## src/rtl/pwr_seq_pkg.sv

```systemverilog
package pwr_seq_pkg;

  typedef enum logic [1:0] {
    ST_OFF   = 2'd0,
    ST_STBY  = 2'd1,
    ST_RUN   = 2'd2,
    ST_SSTOP = 2'd3
  } seq_state_e;

  typedef enum logic [1:0] {
    RAMP_CLR  = 2'd0,
    RAMP_HOLD = 2'd1,
    RAMP_UP   = 2'd2,
    RAMP_DN   = 2'd3
  } ramp_cmd_e;

  typedef struct packed {
    logic force_hard;
    logic hiccup;
    logic otp;
    logic ref_uv;
    logic vcc_uv;
    logic ovp;
    logic line_low;
    logic line_off;
  } flt_in_t;

  localparam int unsigned FLT_W = $bits(flt_in_t);

endpackage

```

## src/rtl/pwr_seq_sync.sv

```systemverilog
module pwr_seq_sync #(
  parameter int unsigned W      = 8,
  parameter int unsigned STAGES = 2
) (
  input  logic         clk_i,
  input  logic         rst_ni,
  input  logic [W-1:0] d_i,
  output logic [W-1:0] q_o
);

  logic [W-1:0] stage_q [STAGES];

  for (genvar g = 0; g < STAGES; g++) begin : g_stage
    always_ff @(posedge clk_i or negedge rst_ni) begin
      if (!rst_ni) begin
        stage_q[g] <= '0;
      end else if (g == 0) begin
        stage_q[g] <= d_i;
      end else begin
        stage_q[g] <= stage_q[(g == 0) ? 0 : g-1];
      end
    end
  end

  assign q_o = stage_q[STAGES-1];

endmodule

```

## src/rtl/pwr_seq_ramp.sv

```systemverilog
module pwr_seq_ramp
  import pwr_seq_pkg::*;
#(
  parameter int unsigned W = 8
) (
  input  logic      clk_i,
  input  logic      rst_ni,
  input  ramp_cmd_e cmd_i,
  input  logic [W-1:0] up_step_i,
  input  logic [W-1:0] dn_step_i,
  output logic [W-1:0] lvl_o
);

  logic [W-1:0] lvl_q, lvl_d;
  logic [W:0]   sum;

  assign sum = {1'b0, lvl_q} + {1'b0, up_step_i};

  always_comb begin
    lvl_d = lvl_q;
    unique case (cmd_i)
      RAMP_CLR:  lvl_d = '0;
      RAMP_HOLD: lvl_d = lvl_q;
      RAMP_UP:   lvl_d = sum[W] ? '1 : sum[W-1:0];
      RAMP_DN:   lvl_d = (lvl_q < dn_step_i) ? '0 : lvl_q - dn_step_i;
      default:   lvl_d = lvl_q;
    endcase
  end

  always_ff @(posedge clk_i or negedge rst_ni) begin
    if (!rst_ni) lvl_q <= '0;
    else         lvl_q <= lvl_d;
  end

  assign lvl_o = lvl_q;

  assert_ramp_hold_R5: assert property (@(posedge clk_i) disable iff (!rst_ni)
    (cmd_i == RAMP_HOLD) |=> $stable(lvl_o));

  assert_ramp_clear_R6: assert property (@(posedge clk_i) disable iff (!rst_ni)
    (cmd_i == RAMP_CLR) |=> (lvl_o == '0));

endmodule

```

## src/rtl/pwr_seq_fsm.sv

```systemverilog
module pwr_seq_fsm
  import pwr_seq_pkg::*;
#(
  parameter int unsigned W        = 8,
  parameter int unsigned CHG_STEP = 2,
  parameter int unsigned LVL_1V   = 64,
  parameter int unsigned LVL_2V   = 128
) (
  input  logic         clk_i,
  input  logic         rst_ni,
  input  flt_in_t      flt_i,
  input  logic [W-1:0] ss_lvl_i,
  input  logic [W-1:0] sr_lvl_i,
  output seq_state_e   state_o,
  output ramp_cmd_e    ss_cmd_o,
  output ramp_cmd_e    sr_cmd_o,
  output logic [W-1:0] dn_step_o
);

  localparam logic [W-1:0] L1V      = W'(LVL_1V);
  localparam logic [W-1:0] L2V      = W'(LVL_2V);
  localparam logic [W-1:0] STEP_LN  = W'(3 * CHG_STEP);
  localparam logic [W-1:0] STEP_HIC = W'(6 * CHG_STEP);

  seq_state_e   state_q, state_d;
  logic [W-1:0] rate_q;
  logic         to_off, hard_flt, soft_req, enter_soft;

  assign to_off   = flt_i.line_off | flt_i.otp;
  assign hard_flt = flt_i.ovp | flt_i.vcc_uv | flt_i.ref_uv;
  assign soft_req = flt_i.line_low | flt_i.hiccup;

  always_comb begin
    state_d = state_q;
    if (state_q == ST_OFF) begin
      if (!to_off) state_d = ST_STBY;
    end else if (to_off) begin
      state_d = ST_OFF;
    end else if (hard_flt) begin
      state_d = ST_STBY;
    end else begin
      unique case (state_q)
        ST_STBY:  if (!soft_req) state_d = ST_RUN;
        ST_RUN:   if (soft_req) state_d = flt_i.force_hard ? ST_STBY : ST_SSTOP;
        ST_SSTOP: if (flt_i.force_hard || sr_lvl_i <= L1V) state_d = ST_STBY;
        default:  state_d = ST_OFF;
      endcase
    end
  end

  assign enter_soft = (state_q == ST_RUN) && (state_d == ST_SSTOP);

  always_ff @(posedge clk_i or negedge rst_ni) begin
    if (!rst_ni) begin
      state_q <= ST_OFF;
      rate_q  <= STEP_LN;
    end else begin
      state_q <= state_d;
      if (enter_soft) rate_q <= flt_i.hiccup ? STEP_HIC : STEP_LN;
    end
  end

  assign dn_step_o = enter_soft ? (flt_i.hiccup ? STEP_HIC : STEP_LN) : rate_q;

  always_comb begin
    unique case (state_d)
      ST_RUN: begin
        ss_cmd_o = RAMP_UP;
        sr_cmd_o = (ss_lvl_i >= L2V) ? RAMP_UP : RAMP_HOLD;
      end
      ST_SSTOP: begin
        ss_cmd_o = RAMP_HOLD;
        sr_cmd_o = RAMP_DN;
      end
      default: begin
        ss_cmd_o = RAMP_CLR;
        sr_cmd_o = RAMP_CLR;
      end
    endcase
  end

  assign state_o = state_q;

  assert_line_off_R1: assert property (@(posedge clk_i) disable iff (!rst_ni)
    flt_i.line_off |=> (state_q == ST_OFF));

  assert_hard_stop_R8: assert property (@(posedge clk_i) disable iff (!rst_ni)
    hard_flt |=> (state_q == ST_STBY || state_q == ST_OFF));

  assert_force_hard_R9: assert property (@(posedge clk_i) disable iff (!rst_ni)
    (flt_i.force_hard && state_q == ST_RUN) |=> (state_q != ST_SSTOP));

  assert_otp_off_R11: assert property (@(posedge clk_i) disable iff (!rst_ni)
    flt_i.otp |=> (state_q == ST_OFF));

endmodule

```

## src/rtl/pwr_stop_seq.sv

```systemverilog
module pwr_stop_seq
  import pwr_seq_pkg::*;
#(
  parameter int unsigned RAMP_W      = 8,
  parameter int unsigned CHG_STEP    = 2,
  parameter int unsigned LVL_1V      = 64,
  parameter int unsigned LVL_2V      = 128,
  parameter int unsigned SYNC_STAGES = 2
) (
  input  logic              clk_i,
  input  logic              rst_ni,
  input  logic              line_off_i,
  input  logic              line_low_i,
  input  logic              ovp_i,
  input  logic              vcc_uv_i,
  input  logic              ref_uv_i,
  input  logic              otp_i,
  input  logic              hiccup_i,
  input  logic              force_hard_i,
  output logic              bias_en_o,
  output logic              out_en_o,
  output logic              ss_en_o,
  output logic              ss_clr_o,
  output logic              sr_en_o,
  output logic              sr_clr_o,
  output logic              hyst_sel_o,
  output logic [RAMP_W-1:0] ss_lvl_o,
  output logic [RAMP_W-1:0] sr_lvl_o
);

  localparam logic [RAMP_W-1:0] UP_STEP = RAMP_W'(CHG_STEP);
  localparam logic [RAMP_W-1:0] L1V     = RAMP_W'(LVL_1V);
  localparam logic [RAMP_W-1:0] L2V     = RAMP_W'(LVL_2V);

  flt_in_t           flt_raw, flt_s;
  seq_state_e        state;
  ramp_cmd_e         ss_cmd, sr_cmd;
  logic [RAMP_W-1:0] dn_step;
  logic [RAMP_W-1:0] sr_unused_dn;

  assign flt_raw = '{force_hard: force_hard_i, hiccup: hiccup_i, otp: otp_i,
                     ref_uv: ref_uv_i, vcc_uv: vcc_uv_i, ovp: ovp_i,
                     line_low: line_low_i, line_off: line_off_i};

  pwr_seq_sync #(.W(FLT_W), .STAGES(SYNC_STAGES)) u_sync (
    .clk_i  (clk_i),
    .rst_ni (rst_ni),
    .d_i    (flt_raw),
    .q_o    (flt_s)
  );

  pwr_seq_fsm #(
    .W(RAMP_W), .CHG_STEP(CHG_STEP), .LVL_1V(LVL_1V), .LVL_2V(LVL_2V)
  ) u_fsm (
    .clk_i     (clk_i),
    .rst_ni    (rst_ni),
    .flt_i     (flt_s),
    .ss_lvl_i  (ss_lvl_o),
    .sr_lvl_i  (sr_lvl_o),
    .state_o   (state),
    .ss_cmd_o  (ss_cmd),
    .sr_cmd_o  (sr_cmd),
    .dn_step_o (dn_step)
  );

  // main ramp never winds down; only the rectifier ramp uses the stop rate
  assign sr_unused_dn = '0;

  pwr_seq_ramp #(.W(RAMP_W)) u_ss_ramp (
    .clk_i     (clk_i),
    .rst_ni    (rst_ni),
    .cmd_i     (ss_cmd),
    .up_step_i (UP_STEP),
    .dn_step_i (sr_unused_dn),
    .lvl_o     (ss_lvl_o)
  );

  pwr_seq_ramp #(.W(RAMP_W)) u_sr_ramp (
    .clk_i     (clk_i),
    .rst_ni    (rst_ni),
    .cmd_i     (sr_cmd),
    .up_step_i (UP_STEP),
    .dn_step_i (dn_step),
    .lvl_o     (sr_lvl_o)
  );

  assign bias_en_o  = (state != ST_OFF);
  assign out_en_o   = (state == ST_RUN) || (state == ST_SSTOP);
  assign ss_en_o    = (state == ST_RUN);
  assign ss_clr_o   = (state == ST_OFF) || (state == ST_STBY);
  assign sr_en_o    = (state == ST_RUN) && (ss_lvl_o >= L2V);
  assign sr_clr_o   = ss_clr_o;
  assign hyst_sel_o = flt_s.line_low;

  assert_release_gate_R2: assert property (@(posedge clk_i) disable iff (!rst_ni)
    (ss_lvl_o != '0 && $past(ss_lvl_o) == '0) |->
      $past(!flt_s.line_low && !flt_s.line_off && !flt_s.vcc_uv && !flt_s.ref_uv));

  assert_sr_gate_R3: assert property (@(posedge clk_i) disable iff (!rst_ni)
    (sr_lvl_o != '0) |-> (ss_lvl_o >= L2V));

  assert_soft_rate_R4: assert property (@(posedge clk_i) disable iff (!rst_ni)
    ($past(state) == ST_SSTOP && state == ST_SSTOP) |->
      (sr_lvl_o == (($past(sr_lvl_o) > $past(dn_step)) ? $past(sr_lvl_o) - $past(dn_step) : '0)));

  assert_ss_frozen_R5: assert property (@(posedge clk_i) disable iff (!rst_ni)
    ($past(state) == ST_SSTOP && state == ST_SSTOP) |-> (ss_lvl_o == $past(ss_lvl_o)));

  assert_soft_done_R6: assert property (@(posedge clk_i) disable iff (!rst_ni)
    (state == ST_SSTOP && sr_lvl_o <= L1V) |=> (ss_lvl_o == '0 && sr_lvl_o == '0 && !out_en_o));

  assert_hard_clear_R8: assert property (@(posedge clk_i) disable iff (!rst_ni)
    (flt_s.ovp || flt_s.vcc_uv || flt_s.ref_uv || flt_s.otp) |=>
      (ss_lvl_o == '0 && sr_lvl_o == '0 && !out_en_o));

  assert_out_needs_bias_R1: assert property (@(posedge clk_i) disable iff (!rst_ni)
    out_en_o |-> bias_en_o);

endmodule

```

## config.mk

```make
export PLATFORM = sky130hd
export DESIGN_NAME = pwr_stop_seq
export DESIGN_NICKNAME = d
export VERILOG_FILES = /design/src/rtl/pwr_seq_pkg.sv /design/src/rtl/pwr_seq_sync.sv /design/src/rtl/pwr_seq_ramp.sv /design/src/rtl/pwr_seq_fsm.sv /design/src/rtl/pwr_stop_seq.sv
export SDC_FILE = /design/constraint.sdc
export NUM_CORES = 1
export LEC_CHECK = 0
export CAP_MARGIN = 30
export CORE_UTILIZATION = 55
export CTS_CLUSTER_DIAMETER = 120
export DETAILED_ROUTE_END_ITERATION = 7
export HOLD_SLACK_MARGIN = 0.05
export PLACE_DENSITY = 0.82
export SYNTH_ARGS = -nofsm -noshare
export SYNTH_HDL_FRONTEND = slang
export SYNTH_SLANG_ARGS = --single-unit
```

## constraint.sdc

```tcl
create_clock -name clk_i -period 8.6 [get_ports clk_i]
set_input_delay 1.72 -clock clk_i [delete_from_list [all_inputs] [get_ports clk_i]]
set_output_delay 1.72 -clock clk_i [all_outputs]
set_load 0.02 [all_outputs]
```

Word-level counts from Yosys, hierarchy flattened
Index checks and enable logic that the tools add are counted.
W data, S select, Z words.

word-level totals
  register bits after elaboration = 42
  input bits = 10
  output and inout port bits = 23
  logic and storage cells = 60

cells by class
  add/sub/neg operators = 3
  bitwise logic cells = 5
  mux-type cells = 20
  magnitude comparators = 4
  reduce and logical (&&, ||, !) cells = 10
  equal/unequal tests = 12

operators with widths
  cell                   number
  $pmux W8 S3            2
  $mux W8                5
  $add A8 B2 Y9 const B  2
  $mux W2                9
  $eq A2 B2 Y1 const B   8
  $ge A8 B8 Y1 const B   1
  $le A8 B7 Y1 const B   1
  $lt A8 B1 Y1 const B   1
  $lt A8 B8 Y1           1
  $pmux W2 S2            2
  $sub A8 B8 Y8          1
  $eq A2 B1 Y1 const B   3
  $logic_not A2 Y1       3
  $pmux W2 S3            1
  $mux W4                1
  $or A1 B1 Y1           4
  $logic_or A1 B1 Y1     3
  $logic_and A1 B1 Y1    2
  $ne A2 B1 Y1 const B   1
  $reduce_and A2 Y1      1
  $reduce_bool A2 Y1     1
  $not A1 Y1             1

Depth between registers and ports, before layout
Gate-level depths: netlist of run 1.

  depth in word-level cells = 13
  gate-level depth with buffers = 13
  depth with buffers taken out = 13

By module
Synthesis of run 1 repeated with hierarchy kept, for this count alone.

unflattened totals
  cell total of the unflattened synthesis = 324
  area, all modules = 3106.7 um2

modules (own cells, without submodules)
  module                    sequential area each (um2)  times used  cells each  area an instance (um2)
  pwr_seq_ramp (u_sr_ramp)  200.2                       1           125         1066.0
  pwr_seq_ramp (u_ss_ramp)  200.2                       1           125         1048.5
  pwr_seq_fsm               252.7                       1           42          488.0
  pwr_seq_sync              400.4                       1           24          460.4
  pwr_stop_seq              0.0                         1           8           43.8

Worst setup path after synthesis of run 1
Ideal clock, no wire load.

  path kind = register to register
  start point = reg u_fsm.state_q[0], in the netlist u_fsm.state_o[0]
  end point = reg u_sr_ramp.lvl_q[4], in the netlist u_sr_ramp.lvl_o[4]
  data required time = 8518 ps
  clock period less this slack = 2826 ps
  setup slack = 5774 ps
  stages on the path, launching flop included = 13
  path buffers = 0
  library setup time = 82 ps
  arrival time = 2744 ps
  cells stage by stage = dfrtp_1 -> and2b_1 -> nand4_1 -> and2_1 -> ha_1 -> fa_1 -> inv_1 -> a21o_1 -> o211ai_1 -> o211a_1 -> o22ai_2 -> nand2_2 -> o22ai_1

on the way
  cells in the longest elaborated chain, start to end = 11
  elaborated cells on any way between the ends = 25
  those cells by class = add/sub: 1; order compare: 1; eq/ne: 8; mux: 12; reduce/logical: 3

ends and longest elaborated chain
  item                                                  line                                  source
  from (decl)                                           pwr_seq_fsm.sv:25                     seq_state_e state_q, state_d;
  from (signal assigned)                                pwr_seq_fsm.sv:58                     state_q <= state_d;
  $eq A2 B2 Y1 *                                        -
  net ss_en_o                                           pwr_stop_seq.sv:22                    output logic ss_en_o,
  $pmux W2 S3                                           pwr_seq_fsm.sv:42                     unique case (state_q)
  $mux W2                                               pwr_seq_fsm.sv:39                     end else if (hard_flt) begin
  $mux W2                                               pwr_seq_fsm.sv:37                     end else if (to_off) begin
  $mux W2                                               pwr_seq_fsm.sv:35                     if (state_q == ST_OFF) begin
  $eq A2 B2 Y1                                          pwr_seq_fsm.sv:51, pwr_seq_fsm.sv:66
  $logic_and A1 B1 Y1 *                                 pwr_seq_fsm.sv:51                     assign enter_soft = (state_q == ST_RUN) && (state_d == ST_SSTOP);
  $mux W8 *                                             pwr_seq_fsm.sv:63                     assign dn_step_o = enter_soft ? (flt_i.hiccup ? STEP_HIC : STEP_LN) : rate_q;
  net dn_step[0]                                        pwr_stop_seq.sv:38                    logic [RAMP_W-1:0] dn_step;
  $sub A8 B8 Y8 / $lt A8 B8 Y1 (equally long branches)  pwr_seq_ramp.sv:25                    RAMP_DN: lvl_d = (lvl_q < dn_step_i) ? '0 : lvl_q - dn_step_i;
  $mux W8 *                                             pwr_seq_ramp.sv:25
  $pmux W8 S3 *                                         pwr_seq_ramp.sv:21                    unique case (cmd_i)
  to (signal assigned)                                  pwr_seq_ramp.sv:32                    else lvl_q <= lvl_d;
  to (decl)                                             pwr_seq_ramp.sv:14                    logic [W-1:0] lvl_q, lvl_d;

The timed path passes the listed nets; every way through them passes the cells marked *.
A chain may end at the register's enable or synchronous reset.

Worst setup path after layout of run 1
  start point = reg u_ss_ramp.lvl_q[7], in the netlist u_ss_ramp.lvl_o[7]
  end point = out sr_en_o

on the way
  cells in the longest elaborated chain, start to end = 2

ends and longest elaborated chain
  item                    line                source
  from (decl)             pwr_seq_ramp.sv:14
  from (signal assigned)  pwr_seq_ramp.sv:32
  $ge A8 B8 Y1            pwr_stop_seq.sv:91  assign sr_en_o = (state == ST_RUN) && (ss_lvl_o >= L2V);
  $logic_and A1 B1 Y1     pwr_stop_seq.sv:91
  to (decl)               pwr_stop_seq.sv:24  output logic sr_en_o,

No other way between the ends.

==> flow_summary.ini, run 1 <==
[sta]
final_hold_viol_count = 0
hold_slack_ns = 0.351
setup_viol = 0
worstMarginPinSlew_ns = 0.883
rsz0062_at_grt = no
setup-tns-final_ns = 0
finClkSkew_ns = 0.00702
fmaxAchievable_mhz = 283
period_minus_slack_ns = 3.53
fin_crit_sh_pct = 41.0
slew_violations = 0
max_slew_margin_pct = 41.2

[die]
dieWidth_um = 63.3
initial_core_util_pct = 59.5
io_pins = 33
core-area_um2 = 3470
fp.dieH_um = 63.3
die-area_um2 = 4000
core.rowCount = 21

[grt]
grt_first_pass_wirelength_mm = 7.54
first_global_vias = 1643
antenna_found_initial = 0
grt_max_degree = 43
grt_overflow = 0
grtUsageTotal_pct = 25.0

[outcome]
status = finished clean

[detailed_routing]
avgViaCountPerCell = 5.76
detail_route.first_pass.iterations = 5
drc_errors = 0
drt_iter0_markers = 96
wl_per_cell_um = 15.9
totalWireLength_mm = 4.25
vias = 1545
ant_nets = 0

[synth]
syn-instance-count = 187
yosys_warnings = 0
ys_top_cells_by_count = 40 x dfrtp_1, 16 x inv_1, 12 x nand2_1, 11 x ha_1, 9 x nor2_1
async_flop_share_pct = 100
synth-xor-area-share_pct = 4.67
ys.flop_type = dfrtp_1
synth_mux_area_share_pct = 2.00
ys_ff_latch = 42
synth-edff-count = 0
synth_nets = 209
synth_top_family_by_area = simple AND/OR/NAND/NOR gates
yosysSeqAreaShare_pct = 51.1
syn_area_per_cell_um2 = 11.0
syn-cell-area_um2 = 2060
synth_top_area_share_pct = 48.5
synth_simple_gate_area_share_pct = 16.6
ys_top_cells_by_area = dfrtp_1 49%, ha_1 6.7%, xor2_1 3.0%
synth_compound_area_share_pct = 13.3
synthAdderAreaFrac_pct = 8.13
yosysMostFrequentCell = dfrtp_1
yosys.area.top_type = dfrtp_1
synthDistinctLibCells = 49

[setup_path]
max_stage_delay_ns = 0.65
crit_fanout = 13
cp-start-kind = register
rrSetupSlack_ns = 5.41
r2r-end = u_sr_ramp.lvl_o[3]
cp.arrival_ns = 1.81
rr_worst_depth = 12
critPathRequiredTime_ns = 6.88
r2r-start = u_sync.q_o[7]
cp_cell_sequence = inv_1, nor3_1, clkdlybuf4s50_1
crit_type = register to primary output
crit_slowest_cell = clkdlybuf4s50_1
crit_path_end_kind = primary output

[final_layout]
diodes = 0
fin_nets = 243
num-fill-cells = 252
multi_input_area_um2 = 923
seq_area_um2 = 1050
layout-drive-gt1-share_pct = 9.01
areaGrowthSynthToFinish_pct = 21.2

[hold_path]
hp-start = u_sync.stage_q[9]
holdCritPathClass = register to register
hold_path_end = u_sync.q_o[1]
holdPathStages = 0

[power_and_ir_drop]
p_int_uw = 264
power.density_nw_per_um2 = 137
swShare_pct = 22.8
switching_power_uw = 78.0
leakagePower_nw = 1.10
ir_drop_mv = 0.114
comb_power_share_pct = 3.8
seqPwrFrac_pct = 59.6
power.share.clock_pct = 36.6

[placement]
gp_congestion = 0.910
portBuffers = 32
dp_hpwl_mm = 3.12

[cts]
cts_hold_buf = 0
htreeDepth = 2
cts_setup_buffers = 0
clk_path_buf_depth = 2
cts.sinks = 42
post_cts_resized = 0
clockRootBuffer = clkbuf_8
clk_pin_slew_ns = 0.08
cts_tree = yes
cts-buffers-inserted = 5
clkLatencyLatePin_ns = 0.30

[run]
maxCapViolations = 0
## state kept, by name, summed over array words and instances, names as in the netlist
register         cells
u_fsm.rate_q         8
u_fsm.state_o        2
u_sr_ramp.lvl_o      8
u_sync.stage_q       8
u_sync.q_o           8
u_ss_ramp.lvl_o      8
## cell families (layout without fill, tap and decap cells)
group | after synthesis | after routing
compound gates | 39 | 39
buf+inv | 21 | 56
xor+xnor | 11 | 11
mux | 4 | 4
simple gates | 57 | 57
flops | 42 | 42
fa+ha+maj | 13 | 13
## power by group through the flow
stage	clock, mW	sequential [mW]	combinational, mW
final	0.125	0.204	0.0130
after global routing	0.138	0.204	0.0146
after detailed placement	0	0.208	0.0132
after global placement	0	0.207	0.0130
after CTS	0.129	0.204	0.0133
after floorplan	0	0.207	0.00370
## metal layers
metal / vias to the layer above / wire length (um) / track usage, %
met1: 748 / 1860 / 30.6
met4: 0 / 179 / 15.9
met5: - / 0 / 0
met3: 17 / 205 / 5.62
li1: 731 / - / -
met2: 49 / 2000 / 39.8
## cell type report
| cell class | count | area share (%) |
|---|---|---|
| inverter | 16 | 2.40 |
| clock buffer | 5 | 2.75 |
| clock inverter | 3 | 0.851 |
| tap | 46 | 2.30 |
| multi-input combinational | 124 | 36.9 |
| sequential | 42 | 42.1 |
| timing repair buffer | 32 | 12.6 |
## layout by cell type (no fill, tap or decap), types with 7 or more instances in the layout
master,n
inv_1,16
xor2_1,7
dfrtp_1,40
nand2_1,12
ha_1,11
nor2_1,9
nand3_1,7
clkdlybuf4s50_1,31
## critical path: cells and delay by family, from the launching register on
family / cells / cell delay [ns]
buffers and inverters: 2 / 0.80
AND/OR/NAND/NOR: 1 / 0.18
flip-flops: 1 / 0.53
## worst max-delay path by stage
stage	start	cells after the start	end	slack, ns
floorplan	u_fsm.state_o[0]	12	u_sr_ramp.lvl_o[4]	5.77
global placement	u_ss_ramp.lvl_o[7]	3	sr_en_o	5.46
detailed placement	u_ss_ramp.lvl_o[7]	3	sr_en_o	5.39
CTS	u_ss_ramp.lvl_o[7]	3	sr_en_o	5.06
global route	u_ss_ramp.lvl_o[7]	3	sr_en_o	4.96
finish	u_ss_ramp.lvl_o[7]	3	sr_en_o	5.07
## per-stage QoR
stage	setup WS, ns	total power [mW]	cell area (um2)	utilization (%)	instances
after CTS	5.06	0.346	2500	72.1	268
after detailed placement	5.39	0.221	2410	69.5	260
after global routing	4.96	0.357	2500	72.1	268
after floorplan	5.77	0.211	2060	-	187
after global placement	5.46	0.221	2410	69.5	260
final	5.07	0.342	2500	72.1	268
Note: power is estimated with default switching activity, not from simulation.
==> inputs of run 2 (changes only) <==
--- a/config.mk
+++ b/config.mk
@@ -6,11 +6,11 @@
 export NUM_CORES = 1
 export LEC_CHECK = 0
 export CAP_MARGIN = 30
-export CORE_UTILIZATION = 55
+export CORE_UTILIZATION = 48
 export CTS_CLUSTER_DIAMETER = 120
 export DETAILED_ROUTE_END_ITERATION = 7
 export HOLD_SLACK_MARGIN = 0.05
-export PLACE_DENSITY = 0.82
+export PLACE_DENSITY = 0.76
 export SYNTH_ARGS = -nofsm -noshare
 export SYNTH_HDL_FRONTEND = slang
 export SYNTH_SLANG_ARGS = --single-unit
==> constraint.sdc (replaced) <==
create_clock -name clk_i -period 3.21 [get_ports clk_i]
set_input_delay 0.642 -clock clk_i [delete_from_list [all_inputs] [get_ports clk_i]]
set_output_delay 0.642 -clock clk_i [all_outputs]
set_load 0.02 [all_outputs]
==> run 2 against run 1 <==
Compared with the run above: global-route usage shrank 4.5 points; largest cell class unchanged; critical path type is now register to register; hold slack lost 0.0013 ns; first-iteration DRC count shrank 10%; sequential power grew to 2.7 times the previous value; highest routed layer unchanged; count of clock-buffer cells in the layout is the same; utilization shrank 9.5 points; setup slack lost 4.8 ns.
==> flow_summary.ini, run 2 (synthesis gave the netlist of run 1 again) <==
[sta]
slew_violations = 0
finClkSkew_ns = 0.00906
max_slew_margin_pct = 39.2
period_minus_slack_ns = 2.97
worstMarginPinSlew_ns = 0.912
rsz0062_at_grt = no
setup_ws_ns = 0.243
fin_crit_sh_pct = 92.4
setup-tns-final_ns = 0
fmaxAchievable_mhz = 337
setup_viol = 0
final_hold_viol_count = 0

[run]
maxCapViolations = 0

[final_layout]
areaGrowthSynthToFinish_pct = 23.0
multi_input_area_um2 = 923
diodes = 0
seq_area_um2 = 1050
layout-drive-gt1-share_pct = 11.0
final_common_cell = dfrtp_1
fin_util_pct = 62.6
num-fill-cells = 329
fin_nets = 249
mostFrequentLayoutCells = 40 x dfrtp_1, 31 x clkdlybuf4s50_1, 16 x inv_1

[power_and_ir_drop]
leakagePower_nw = 1.13
comb_power_share_pct = 4.1
ir_drop_mv = 0.414
power.share.clock_pct = 35.1
power.density_nw_per_um2 = 354
switching_power_uw = 196
seqPwrFrac_pct = 60.7
p_int_uw = 703
swShare_pct = 21.8

[die]
core.rowCount = 23
initial_core_util_pct = 50.8
io_pins = 33
core-area_um2 = 4060
die-area_um2 = 4560
fp.dieH_um = 67.6
dieWidth_um = 67.6

[detailed_routing]
detail_route.first_pass.iterations = 4
wl_per_cell_um = 15.1
drt_iter0_markers = 86
wl_met2_mm = 2.03
vias = 1508
avgViaCountPerCell = 5.44
drc_errors = 0
wl_met3_um = 105
totalWireLength_mm = 4.18
ant_nets = 0
wl_met1_mm = 2.00
top_layer_used = met4

[cts]
clk_pin_slew_ns = 0.07
cts-buffers-inserted = 5
cts_tree = yes
post_cts_resized = 0
clockRootBuffer = clkbuf_8
clk_path_buf_depth = 2
htreeDepth = 2
clkLatencyLatePin_ns = 0.29
cts.sinks = 42

[outcome]
status = finished clean

[setup_path]
cp.arrival_ns = 3.17
crit_path_end_kind = register
cp-start-kind = register
crit_fanout = 7
critPathRequiredTime_ns = 3.41
crit_type = register to register

[grt]
grt_max_degree = 43
grt_overflow = 0
first_global_vias = 1426
antenna_found_initial = 0
grt_first_pass_wirelength_mm = 6.84
grtUsageTotal_pct = 20.5

[placement]
portBuffers = 32
gp_congestion = 0.842
place_ws_ns = 0.250
dp_hpwl_mm = 3.04

[hold_path]
holdCritPathClass = register to register
-- run 2: changes by cell type in the layout (fill, tap and decap cells not counted) --
cell | previous run | this run
clkinvlp_4 | 1 | 0
clkinv_2 | 1 | 2
clkinv_4 | 1 | 0
buf_4 | 0 | 6
-- run 2: through the flow --
stage               cell area, um2  cells  hold WS, ns  power [mW]
finish                        2540    277        0.349       0.899
global route                  2540    277        0.356       0.936
detailed placement            2450    269        0.335       0.595
floorplan                     2060    187        0.331       0.566
global placement              2450    269        0.332       0.593
CTS                           2530    276        0.352       0.905
-- run 2: power by group through the flow --
stage          logic (mW)  registers (mW)  clock network [mW]
6_report           0.0373           0.546               0.316
3_3_place_gp       0.0375           0.556                   0
4_1_cts            0.0382           0.546               0.321
2_1_floorplan     0.00991           0.556                   0
5_1_grt            0.0409           0.547               0.348
3_5_place_dp       0.0383           0.556                   0
-- run 2: layer usage --
metal	GRT usage, %	up-vias
met5	0	-
met2	32.8	31
li1	-	740
met3	3.55	5
met1	28.0	732
met4	6.91	0
-- run 2: worst paths after layout --
| path | to | slack [ns] | startpoint | cells after the start |
|---|---|---|---|---|
| setup / recovery | u_sr_ramp.lvl_o[4] | 0.24 | u_sync.q_o[7] | 12 |
| hold / removal | u_sync.q_o[4] | 0.35 | u_sync.stage_q[12] | 0 |
| setup reg to reg | u_sr_ramp.lvl_o[4] | 0.24 | u_sync.q_o[7] | 12 |
| hold reg to reg | u_sync.q_o[4] | 0.35 | u_sync.stage_q[12] | 0 |
| max in group asynchronous | u_sync.stage_q[15] | 2.16 | rst_ni | 1 |
| min in group asynchronous | u_ss_ramp.lvl_o[5] | 0.48 | rst_ni | 1 |
-- run 2: what timing repair did --
action	CTS	global route
hold endpoints to repair	0	0
hold buffers	0	0
setup endpoints to repair	0	6
setup buffers	0	1
-- run 2: worst max-delay path, stage by stage (launching register included) --
cell,delay [ns]
dfrtp_1,0.40
nor4_1,0.34
nand4_1,0.24
and2_1,0.26
ha_1,0.20
fa_1,0.40
inv_1,0.07
a21o_1,0.15
o211ai_1,0.09
o211a_1,0.26
o22ai_2,0.16
nand2_2,0.14
o22ai_1,0.19
-- run 2: layout make-up --
cell class              count  share of cell area [%]
well taps                  50                    2.46
clock inverters             2                   0.394
repair buffers             38                    14.2
clock buffers               5                    2.71
inverters                  16                    2.37
flip-flops and latches     42                    41.5
multi-input cells         124                    36.4
